File: config.mk
export PLATFORM = sky130hd
export DESIGN_NAME = page_xlat
export DESIGN_NICKNAME = d
export VERILOG_FILES = /design/src/rtl/pxl_pkg.sv /design/src/rtl/pxl_table.sv /design/src/rtl/pxl_lookup.sv /design/src/rtl/page_xlat.sv
export SDC_FILE = /design/constraint.sdc
export NUM_CORES = 1
export LEC_CHECK = 0
export ABC_AREA = 1
export ABC_CLOCK_PERIOD_IN_PS = 2250
export BUFFER_PORTS_ARGS = -buffer_cell sky130_fd_sc_hd__buf_4
export CAP_MARGIN = 15
export CORE_ASPECT_RATIO = 0.7
export CORE_MARGIN = 2
export CORE_UTILIZATION = 55
export CTS_CLUSTER_DIAMETER = 60
export CTS_CLUSTER_SIZE = 10
export DETAILED_ROUTE_END_ITERATION = 10
export MAX_ROUTING_LAYER = met4
export PLACE_DENSITY = 0.67
export SYNTH_ARGS = -nofsm -noshare
export SYNTH_HDL_FRONTEND = slang
export SYNTH_SLANG_ARGS = --single-unit
export TNS_END_PERCENT = 1
File: constraint.sdc
create_clock -name clk -period 2.25 [get_ports clk]
set_clock_uncertainty 0.05 [all_clocks]
set_input_delay 0.3375 -clock clk [delete_from_list [all_inputs] [get_ports clk]]
set_output_delay 0.3375 -clock clk [all_outputs]
set_load 0.01 [all_outputs]
File: src/rtl/pxl_pkg.sv
package pxl_pkg;
  // Which of the two maps a configuration write targets.
  typedef enum logic {
    TBL_READ  = 1'b0,
    TBL_WRITE = 1'b1
  } tbl_sel_e;
endpackage

File: src/rtl/pxl_table.sv
// One page map: storage written on the clock, read combinationally.
module pxl_table #(
  parameter int ENTRIES      = 32,
  parameter int IDX_W        = 5,
  parameter int BASE_W       = 9,
  parameter int RESET_DIRECT = 4
) (
  input  logic              clk,
  input  logic              rst,
  input  logic              we,
  input  logic [IDX_W-1:0]  widx,
  input  logic              wdev,
  input  logic [BASE_W-1:0] wbase,
  input  logic [IDX_W-1:0]  ridx,
  output logic              rdev,
  output logic [BASE_W-1:0] rbase
);
  localparam int ENT_W = BASE_W + 1;

  logic [ENT_W-1:0] store [ENTRIES];

  always_ff @(posedge clk) begin
    if (rst) begin
      for (int i = 0; i < ENTRIES; i++) begin
        store[i] <= (i < RESET_DIRECT) ? {1'b0, {BASE_W{1'b0}}}
                                       : {1'b1, {BASE_W{1'b0}}};
      end
    end else if (we) begin
      store[widx] <= {wdev, wbase};
    end
  end

  assign {rdev, rbase} = store[ridx];
endmodule

File: src/rtl/pxl_lookup.sv
// Turns a selected entry plus the bus address into a destination.
module pxl_lookup #(
  parameter int ADDR_W     = 16,
  parameter int PAGE_BITS  = 11,
  parameter int PHYS_W     = 20,
  parameter int FAST_LIMIT = 'h0200,
  parameter int RAM_PAGE   = 0
) (
  input  logic                          [ADDR_W-1:0] addr,
  input  logic                                       ent_dev,
  input  logic               [PHYS_W-PAGE_BITS-1:0]  ent_base,
  output logic                                       is_mem,
  output logic                                       is_dev,
  output logic                          [PHYS_W-1:0] phys
);
  localparam int BASE_W = PHYS_W - PAGE_BITS;
  localparam logic [ADDR_W-1:0] LIMIT = FAST_LIMIT[ADDR_W-1:0];
  localparam logic [BASE_W-1:0] RAM_B = RAM_PAGE[BASE_W-1:0];

  logic fast;
  assign fast = (addr < LIMIT);

  always_comb begin
    if (fast) begin
      is_mem = 1'b1;
      is_dev = 1'b0;
      phys   = {RAM_B, addr[PAGE_BITS-1:0]};
    end else if (ent_dev) begin
      is_mem = 1'b0;
      is_dev = 1'b1;
      phys   = {{(PHYS_W-ADDR_W){1'b0}}, addr};
    end else begin
      is_mem = 1'b1;
      is_dev = 1'b0;
      phys   = {ent_base, addr[PAGE_BITS-1:0]};
    end
  end
endmodule

File: src/rtl/page_xlat.sv
module page_xlat #(
  parameter int ADDR_W       = 16,
  parameter int PAGE_BITS    = 11,
  parameter int PHYS_W       = 20,
  parameter int FAST_LIMIT   = 'h0200,
  parameter int RAM_PAGE     = 0,
  parameter int RESET_DIRECT = 4
) (
  input  logic                            clk,
  input  logic                            rst,
  input  logic                            req_valid,
  input  logic                            req_write,
  input  logic [ADDR_W-1:0]               req_addr,
  input  logic                            cfg_we,
  input  logic                            cfg_sel,
  input  logic [ADDR_W-PAGE_BITS-1:0]     cfg_idx,
  input  logic                            cfg_dev,
  input  logic [PHYS_W-PAGE_BITS-1:0]     cfg_base,
  output logic                            out_valid,
  output logic                            out_write,
  output logic                            out_mem,
  output logic                            out_dev,
  output logic [PHYS_W-1:0]               out_addr
);
  import pxl_pkg::*;

  localparam int IDX_W   = ADDR_W - PAGE_BITS;
  localparam int ENTRIES = 1 << IDX_W;
  localparam int BASE_W  = PHYS_W - PAGE_BITS;
  localparam int NTBL    = 2;

  logic [IDX_W-1:0]  page_idx;
  logic              t_dev  [NTBL];
  logic [BASE_W-1:0] t_base [NTBL];

  assign page_idx = req_addr[ADDR_W-1:PAGE_BITS];

  for (genvar g = 0; g < NTBL; g++) begin : g_tbl
    localparam tbl_sel_e MY_SEL = tbl_sel_e'(g);
    logic tbl_we;
    assign tbl_we = cfg_we && (tbl_sel_e'(cfg_sel) == MY_SEL);

    pxl_table #(
      .ENTRIES      (ENTRIES),
      .IDX_W        (IDX_W),
      .BASE_W       (BASE_W),
      .RESET_DIRECT (RESET_DIRECT)
    ) u_table (
      .clk   (clk),
      .rst   (rst),
      .we    (tbl_we),
      .widx  (cfg_idx),
      .wdev  (cfg_dev),
      .wbase (cfg_base),
      .ridx  (page_idx),
      .rdev  (t_dev[g]),
      .rbase (t_base[g])
    );
  end

  logic              sel_dev;
  logic [BASE_W-1:0] sel_base;
  assign sel_dev  = req_write ? t_dev[TBL_WRITE]  : t_dev[TBL_READ];
  assign sel_base = req_write ? t_base[TBL_WRITE] : t_base[TBL_READ];

  logic              nx_mem;
  logic              nx_dev;
  logic [PHYS_W-1:0] nx_addr;

  pxl_lookup #(
    .ADDR_W     (ADDR_W),
    .PAGE_BITS  (PAGE_BITS),
    .PHYS_W     (PHYS_W),
    .FAST_LIMIT (FAST_LIMIT),
    .RAM_PAGE   (RAM_PAGE)
  ) u_lookup (
    .addr     (req_addr),
    .ent_dev  (sel_dev),
    .ent_base (sel_base),
    .is_mem   (nx_mem),
    .is_dev   (nx_dev),
    .phys     (nx_addr)
  );

  always_ff @(posedge clk) begin
    if (rst || !req_valid) begin
      out_valid <= 1'b0;
      out_write <= 1'b0;
      out_mem   <= 1'b0;
      out_dev   <= 1'b0;
      out_addr  <= '0;
    end else begin
      out_valid <= 1'b1;
      out_write <= req_write;
      out_mem   <= nx_mem;
      out_dev   <= nx_dev;
      out_addr  <= nx_addr;
    end
  end
endmodule

==> results of run 1 <==
-- cell families after synthesis --
family                 Yosys count  share of synthesized area
AO/OA/AOI/OAI                  171                     0.0307
AND/OR/NAND/NOR               1971                      0.263
flip-flops                     664                      0.652
buffers and inverters          344                     0.0538
-- metrics by stage --
stage,cell area (um^2),instances,utilization
after floorplan,30200,3150,-
after global placement,33000,3951,0.611
after detailed placement,33000,3951,0.611
after CTS,35200,4071,0.652
after global routing,35200,4071,0.652
final,35200,4071,0.652
-- sequential cells by signal (all words and copies together), names as in the netlist --
| name | count |
|---|---|
| g_tbl.u_table.store | 640 |
| out_addr | 20 |
| out_dev | 1 |
| out_mem | 1 |
| out_valid | 1 |
| out_write | 1 |
-- repair_timing --
item                                   4_1_cts  5_1_grt
endpoints found under the hold margin       11        0
setup endpoints to repair                    0        0
hold buffers                                11        0
-- cells in the final DEF, fill, tap and decap left out, types with 2 or more instances in the layout --
cell type | synthesis | final
o21ai_0 | 91 | 91
a21oi_1 | 33 | 33
dlygate4sd3_1 | 0 | 11
inv_1 | 70 | 69
buf_4 | 21 | 221
o21ai_1 | 7 | 7
nor3_1 | 14 | 13
nand3_1 | 374 | 374
nand2_1 | 748 | 748
inv_6 | 0 | 6
buf_12 | 1 | 67
clkbuf_16 | 0 | 77
clkinv_1 | 38 | 38
dfxtp_1 | 24 | 24
edfxtp_1 | 640 | 640
inv_2 | 16 | 17
o22ai_1 | 24 | 24
nand3_2 | 2 | 2
o211ai_1 | 16 | 16
clkbuf_1 | 101 | 24
nor2_1 | 820 | 820
nand4_1 | 5 | 5
-- worst max path at each step --
stage / startpoint / end / slack, ps / cells past startpoint
after floorplan: cfg_idx[1] / g_tbl[1].u_table.store[10][0] / 350 / 6
after global placement: req_addr[11] / out_mem / 10 / 12
after detailed placement: req_addr[11] / out_mem / -9 / 12
after CTS: g_tbl[1].u_table.store[20][9] / out_addr[16] / 580 / 10
after global routing: g_tbl[0].u_table.store[5][9] / out_addr[16] / 390 / 9
final: g_tbl[0].u_table.store[3][9] / out_mem / 510 / 9
-- routing by layer --
| layer | share of wire | routed length, um | vias to the layer above |
|---|---|---|---|
| met4 | 0.029 | 2540 | 0 |
| met5 | 0 | 0 | - |
| li1 | - | - | 10800 |
| met1 | 0.42 | 36800 | 11400 |
| met3 | 0.12 | 10400 | 188 |
| met2 | 0.44 | 38700 | 1384 |
-- layout make-up --
type | count | area, um^2
Fill cell | 4322 | 18800
Sequential cell | 664 | 19700
Tap cell | 730 | 913
Timing Repair Buffer | 300 | 3130
Clock inverter | 7 | 57.6
Inverter | 126 | 483
Multi-Input combinational cell | 2142 | 8890
Clock buffer | 102 | 2030
-- power by group through the flow --
stage | Clock, mW | Combinational (mW) | Sequential [mW]
2_1_floorplan | 0 | 1.44 | 14.5
3_3_place_gp | 0 | 2.56 | 14.6
3_5_place_dp | 0 | 2.59 | 14.6
4_1_cts | 11.1 | 2.62 | 14.4
5_1_grt | 11.5 | 2.86 | 14.4
6_report | 11.0 | 2.67 | 14.4
-- Yosys cell counts (all sizes together) --
cell type  instances
nand3b             1
edfxtp           640
nor3              14
clkbuf           101
nand2            750
o21ai             98
or2                1
clkinv            38
nor4               1
inv               88
o211ai            16
buf              117
dfxtp             24
nand3            377
nand4              5
o22ai             24
a21oi             33
nor2             822
-- tightest hold or removal path: cells and delay by family --
kind,cells,cell delay (ps)
simple gates,3,220
buf+inv,1,170
==> metrics.txt, run 1 <==
final WL ~88,000 um; Startpoint Class flip-flop; Post-Syn Instances approximately 3,200; Power, Total around 28 mW; Crit path required time ~2700 ps; Worst Tran Pin Value roughly 510 ps; Ports 61; syn_nets between 3,000 and 4,000; R2R Path End out_mem; r2r setup slk 510 ps; GR Util met2 0.472; latest clock arrival within the worst-skew pair approximately 620 ps; vias per cell just under 6; Overall Global Routing Usage 0.327; Worst Hold Slack roughly 100 ps; R2R cell count 9; PnR worst setup slack a little over 500 ps; TNS Setup 0 ps; worst vdd ir 0.604 mV; HP Start req_write; Worst path top cell family by delay simple AND/OR/NAND/NOR gates; met3 usage 0.0706; Worst Path Buf+Inv 1; critical path class flip-flop to flip-flop; dominant cells by area after synthesis edfxtp_1 (64%), nor2_1 (10%), nand2_1 (9.3%), nand3_1 (6.2%), dfxtp_1 (1.6%); FF+latch count, synth 664; via count between 20,000 and 25,000; switching share of power 0.242; crit path max-delay cell type edfxtp_1; post-cts sizing count 0; total of max-cap violations 0; Antenna Cells 0; cells along the critical path nand2_1, nand3_1, nand2_1, a21oi_1, nand3_1, nand3_2, nand3b_1, nand2_1, inv_1; Clock transition at path regs 60 ps; Setup Fix Bufs, Post-CTS 0; Flop pwr share 0.513; starting DRC count in detailed routing ~2,900; Yosys Warn Count 0; Hold EP out_addr[19]; leakage approximately 14 nW; Crit path largest cell delay around 330 ps; Tmin final 1740 ps; post-route ant nets 0; Hold Path Stages 4; initial antenna violation count 0; met1 usage in global routing 0.468; RSZ-0062 raised after global routing no; hpwl dp approximately 57,000 um; core area between 50,000 and 60,000 um^2; worst rel slew slack 0.660; CTS tree done; Die Area between 50,000 and 60,000 um^2; Clock power frac 0.392; Hold/Removal Path Class primary input to flip-flop; Slew Viols, Final 0; chip width between 200 and 300 um; critical path arrival 2210 ps; Die H 200 um; synthesized area per cell between 9 and 10 um^2; reg2reg start g_tbl[0].u_table.store[3][9]; vias in the first global route 22,300; Port Buf Inserts 60; run status completed; Tcrit/Tclk final 0.773; Root Buffer clkbuf_16; Synth area leader edfxtp_1; combinational share of power 0.095; Cell variety after synth 32; FP Rows between 70 and 80; setup violators final 0; Fmax achieved 575 MHz; pin count of the biggest net entering global routing 82; Crit Path Max Fanout 7; CTS max path bufs 3; share of cells above drive strength 1 0.121; CTS buffer count 76; first-pass GRT wire length approximately 140,000 um; Fin. Hold Viols 0; Sw Pwr approximately 6.8 mW; 1st-pass router iterations 8; area grow syn2layout 16.5%; top-area cell type share of the netlist area 0.636; GRT Residual Overflow 0; most used routing layer met2; nature of the critical path endpoint flip-flop; Clock H-tree levels 3; fin nets approximately 3,300; post-place setup slack -9.23 ps; Initial Utilization 0.559; Top cell by count, worst path nand2_1; DR DRC count 0; WL/cell roughly 22 um; placer congestion estimate 1.04; Int Pwr about 21 mW; clock sinks 664; Syn Std Cell Area 30,200 um^2; Seq/Total Area, Yosys 0.652; power per cell area ~800 nW/um^2
No activity file was read; power rests on OpenSTA's default activity.
==> run 2: changes to the inputs <==
--- a/config.mk
+++ b/config.mk
@@ -6,7 +6,7 @@
 export NUM_CORES = 1
 export LEC_CHECK = 0
 export ABC_AREA = 1
-export ABC_CLOCK_PERIOD_IN_PS = 2250
+export ABC_CLOCK_PERIOD_IN_PS = 1650
 export BUFFER_PORTS_ARGS = -buffer_cell sky130_fd_sc_hd__buf_4
 export CAP_MARGIN = 15
 export CORE_ASPECT_RATIO = 0.7
==> constraint.sdc (replaced) <==
create_clock -name clk -period 1.65 [get_ports clk]
set_clock_uncertainty 0.05 [all_clocks]
set_input_delay 0.2475 -clock clk [delete_from_list [all_inputs] [get_ports clk]]
set_output_delay 0.2475 -clock clk [all_outputs]
set_load 0.01 [all_outputs]
==> run 2 against run 1 <==
Net effect: clock-buffer cell count increased by 7; core utilization increased by 2.0 points; flip-flop and latch count unchanged; final area increased by 3.1%; die area unchanged; routed wire length increased by 3.7%; hold slack improved by 9.6 ps; largest power group unchanged.
==> metrics.txt, run 2 (synthesis gave the netlist of run 1 again) <==
Crit Path Max Fanout 9 (+2); most frequent cells in the layout nor2_1 (817), nand2_1 (714), edfxtp_1 (640); fin nets 3,471 (+3.7%); area grow syn2layout 20.1%; setup violators final 0 (unchanged); nature of the critical path endpoint flip-flop; TNS Setup 0 ps (unchanged); Flop pwr share 0.505 (-0.008); Crit path largest cell delay 240 ps (-90 ps); Tcrit/Tclk final 0.980; Clock power frac 0.395 (+0.003); via count 24,300 (+2.4%); cells along the critical path buf_4, nor2_1, buf_4, inv_1, buf_4, nor2_1, buf_4, nand2_1, nand2_1, buf_4; pin count of the biggest net entering global routing 65 (-21%); Die Area 56,800 um^2 (unchanged); Top Registers g_tbl.u_table.store x640, out_addr x20; area of the multi-input gates 9060 um^2 (+1.9%); Post-Layout Inst Area 36,300 um^2 (+3.1%); DR DRC count 0 (unchanged); latest clock arrival within the worst-skew pair 620 ps (about the same); Worst Tran Pin Value 514 ps (+4.28 ps); Fmax achieved 619 MHz; Top cell by count, worst path buf_4; Clock H-tree levels 3 (unchanged); Tmin final 1620 ps; worst rel slew slack 0.657 (-0.00236); placer congestion estimate 1.05 (+1.1%); share of cells above drive strength 1 0.163 (+0.0424); critical path class primary input to flip-flop; Worst Path Buf+Inv 6 (+5); Clock transition at path regs 60 ps (about the same); Ports 61 (unchanged); worst vdd ir 0.704 mV (+17%); core area 54,000 um^2 (unchanged); Fin. Hold Viols 0 (unchanged); Startpoint Class primary input; Port Buf Inserts 60 (unchanged); Hold/Removal Path Class primary input to flip-flop; crit path max-delay cell type nor2_1; GRT Residual Overflow 0 (unchanged); Root Buffer clkbuf_16; Worst Hold Slack 112 ps (+9.61 ps); hpwl dp 61,100 um (+7.8%); total of max-cap violations 0 (unchanged); CTS max path bufs 3 (unchanged); WL/cell 21.8 um (+0.37%); chip width 284 um (unchanged); Int Pwr 29.5 mW (+39%); CTS buffer count 76 (unchanged); Sw Pwr 9.40 mW (+38%); CTS tree done; initial antenna violation count 2 (+2); commonest non-fill, non-tap cell in the layout nor2_1; register area 19,700 um^2 (unchanged); Worst path top cell family by delay buffers and inverters; final WL 91,700 um (+3.7%); RSZ-0062 raised after global routing yes; 1st-pass router iterations 6 (-2); vias in the first global route 23,000 (+3.1%); fillers 4,253 (-1.6%); critical path arrival 1890 ps (-320 ps); Crit path required time 1920 ps (-800 ps); switching share of power 0.242 (-0.000335); Post-Route Utilization 0.672 (+0.0201); FP Rows 71 (unchanged); clock sinks 664 (unchanged); starting DRC count in detailed routing 3,521 (+20%); Die H 200 um (unchanged); Slew Viols, Final 0 (unchanged); run status completed; number of flip-flops in the largest register 640 (unchanged); post-route ant nets 0 (unchanged); leakage 14.5 nW (+4.4%); Power, Total 38.9 mW (+39%); power per cell area 1070 nW/um^2 (+35%); largest register by flop count g_tbl.u_table.store; combinational share of power 0.100 (+0.005); first-pass GRT wire length 138,000 um (+2.0%); Initial Utilization 0.559 (unchanged); Overall Global Routing Usage 0.336 (+0.00907); placed cell areas 33,800 um^2 (+2.6%); vias per cell 5.79 (-0.82%)
[run 2: changes by cell type in the layout (fill, tap and decap cells not counted), sizes merged]
cell	before	now
clkbuf	102	109
clkinv	39	42
bufinv	0	1
dlygate4sd3	11	16
diode	0	3
inv	94	89
buf	289	408
[run 2: routing by layer]
metal	up-vias	track usage	share of wire
li1	11000	-	-
met5	-	-	0
met2	1450	0.499	0.44
met3	208	0.0753	0.12
met1	11600	0.468	0.41
met4	0	0.103	0.029
[run 2: final timing paths]
path / from / to / slack (ps) / cells past startpoint
worst min register to register: g_tbl[1].u_table.store[20][3] / out_addr[14] / 830 / 8
worst min-delay path: cfg_base[5] / g_tbl[0].u_table.store[26][5] / 110 / 4
worst max register to register: g_tbl[0].u_table.store[8][9] / out_mem / 40 / 9
worst max-delay path: cfg_idx[0] / g_tbl[0].u_table.store[20][4] / 30 / 10
[run 2: per-stage QoR]
| stage | setup WS, ps | cells |
|---|---|---|
| after CTS | 13.8 | 4201 |
| after global routing | -2.31 | 4203 |
| after floorplan | -78.4 | 3150 |
| after detailed placement | -523 | 4070 |
| final | 33.4 | 4204 |
| after global placement | -560 | 4070 |
[run 2: cell type report]
| cell class | count | share of cell area |
|---|---|---|
| diodes | 3 | 0.000207 |
| multi-input cells | 2142 | 0.250 |
| inverters | 126 | 0.0134 |
| well taps | 730 | 0.0252 |
| clock inverters | 6 | 0.00231 |
| repair buffers | 424 | 0.109 |
| clock buffers | 109 | 0.0576 |
| flip-flops and latches | 664 | 0.543 |
[run 2: power by group through the flow]
stage	Clock [mW]	Sequential (mW)	Combinational, mW
floorplan	0	19.8	1.99
global placement	0	19.9	3.67
detailed placement	0	19.9	3.72
CTS	15.5	19.6	3.77
global route	16.1	19.7	4.14
finish	15.4	19.6	3.89
[run 2: worst min-delay path, delay by kind of cell]
family	cells	cell delay, ps
simple gates	1	100
buf+inv	3	310
[run 2: timing repair]
item / in CTS / in global routing
hold buffers: 16 / 0
resized for setup: 1 / 22
buffers inserted: 0 / 0
endpoints found under the hold margin: 25 / 0
endpoints found under the setup margin: 4 / 9
pin swaps: 0 / 7
gates cloned: 0 / 0
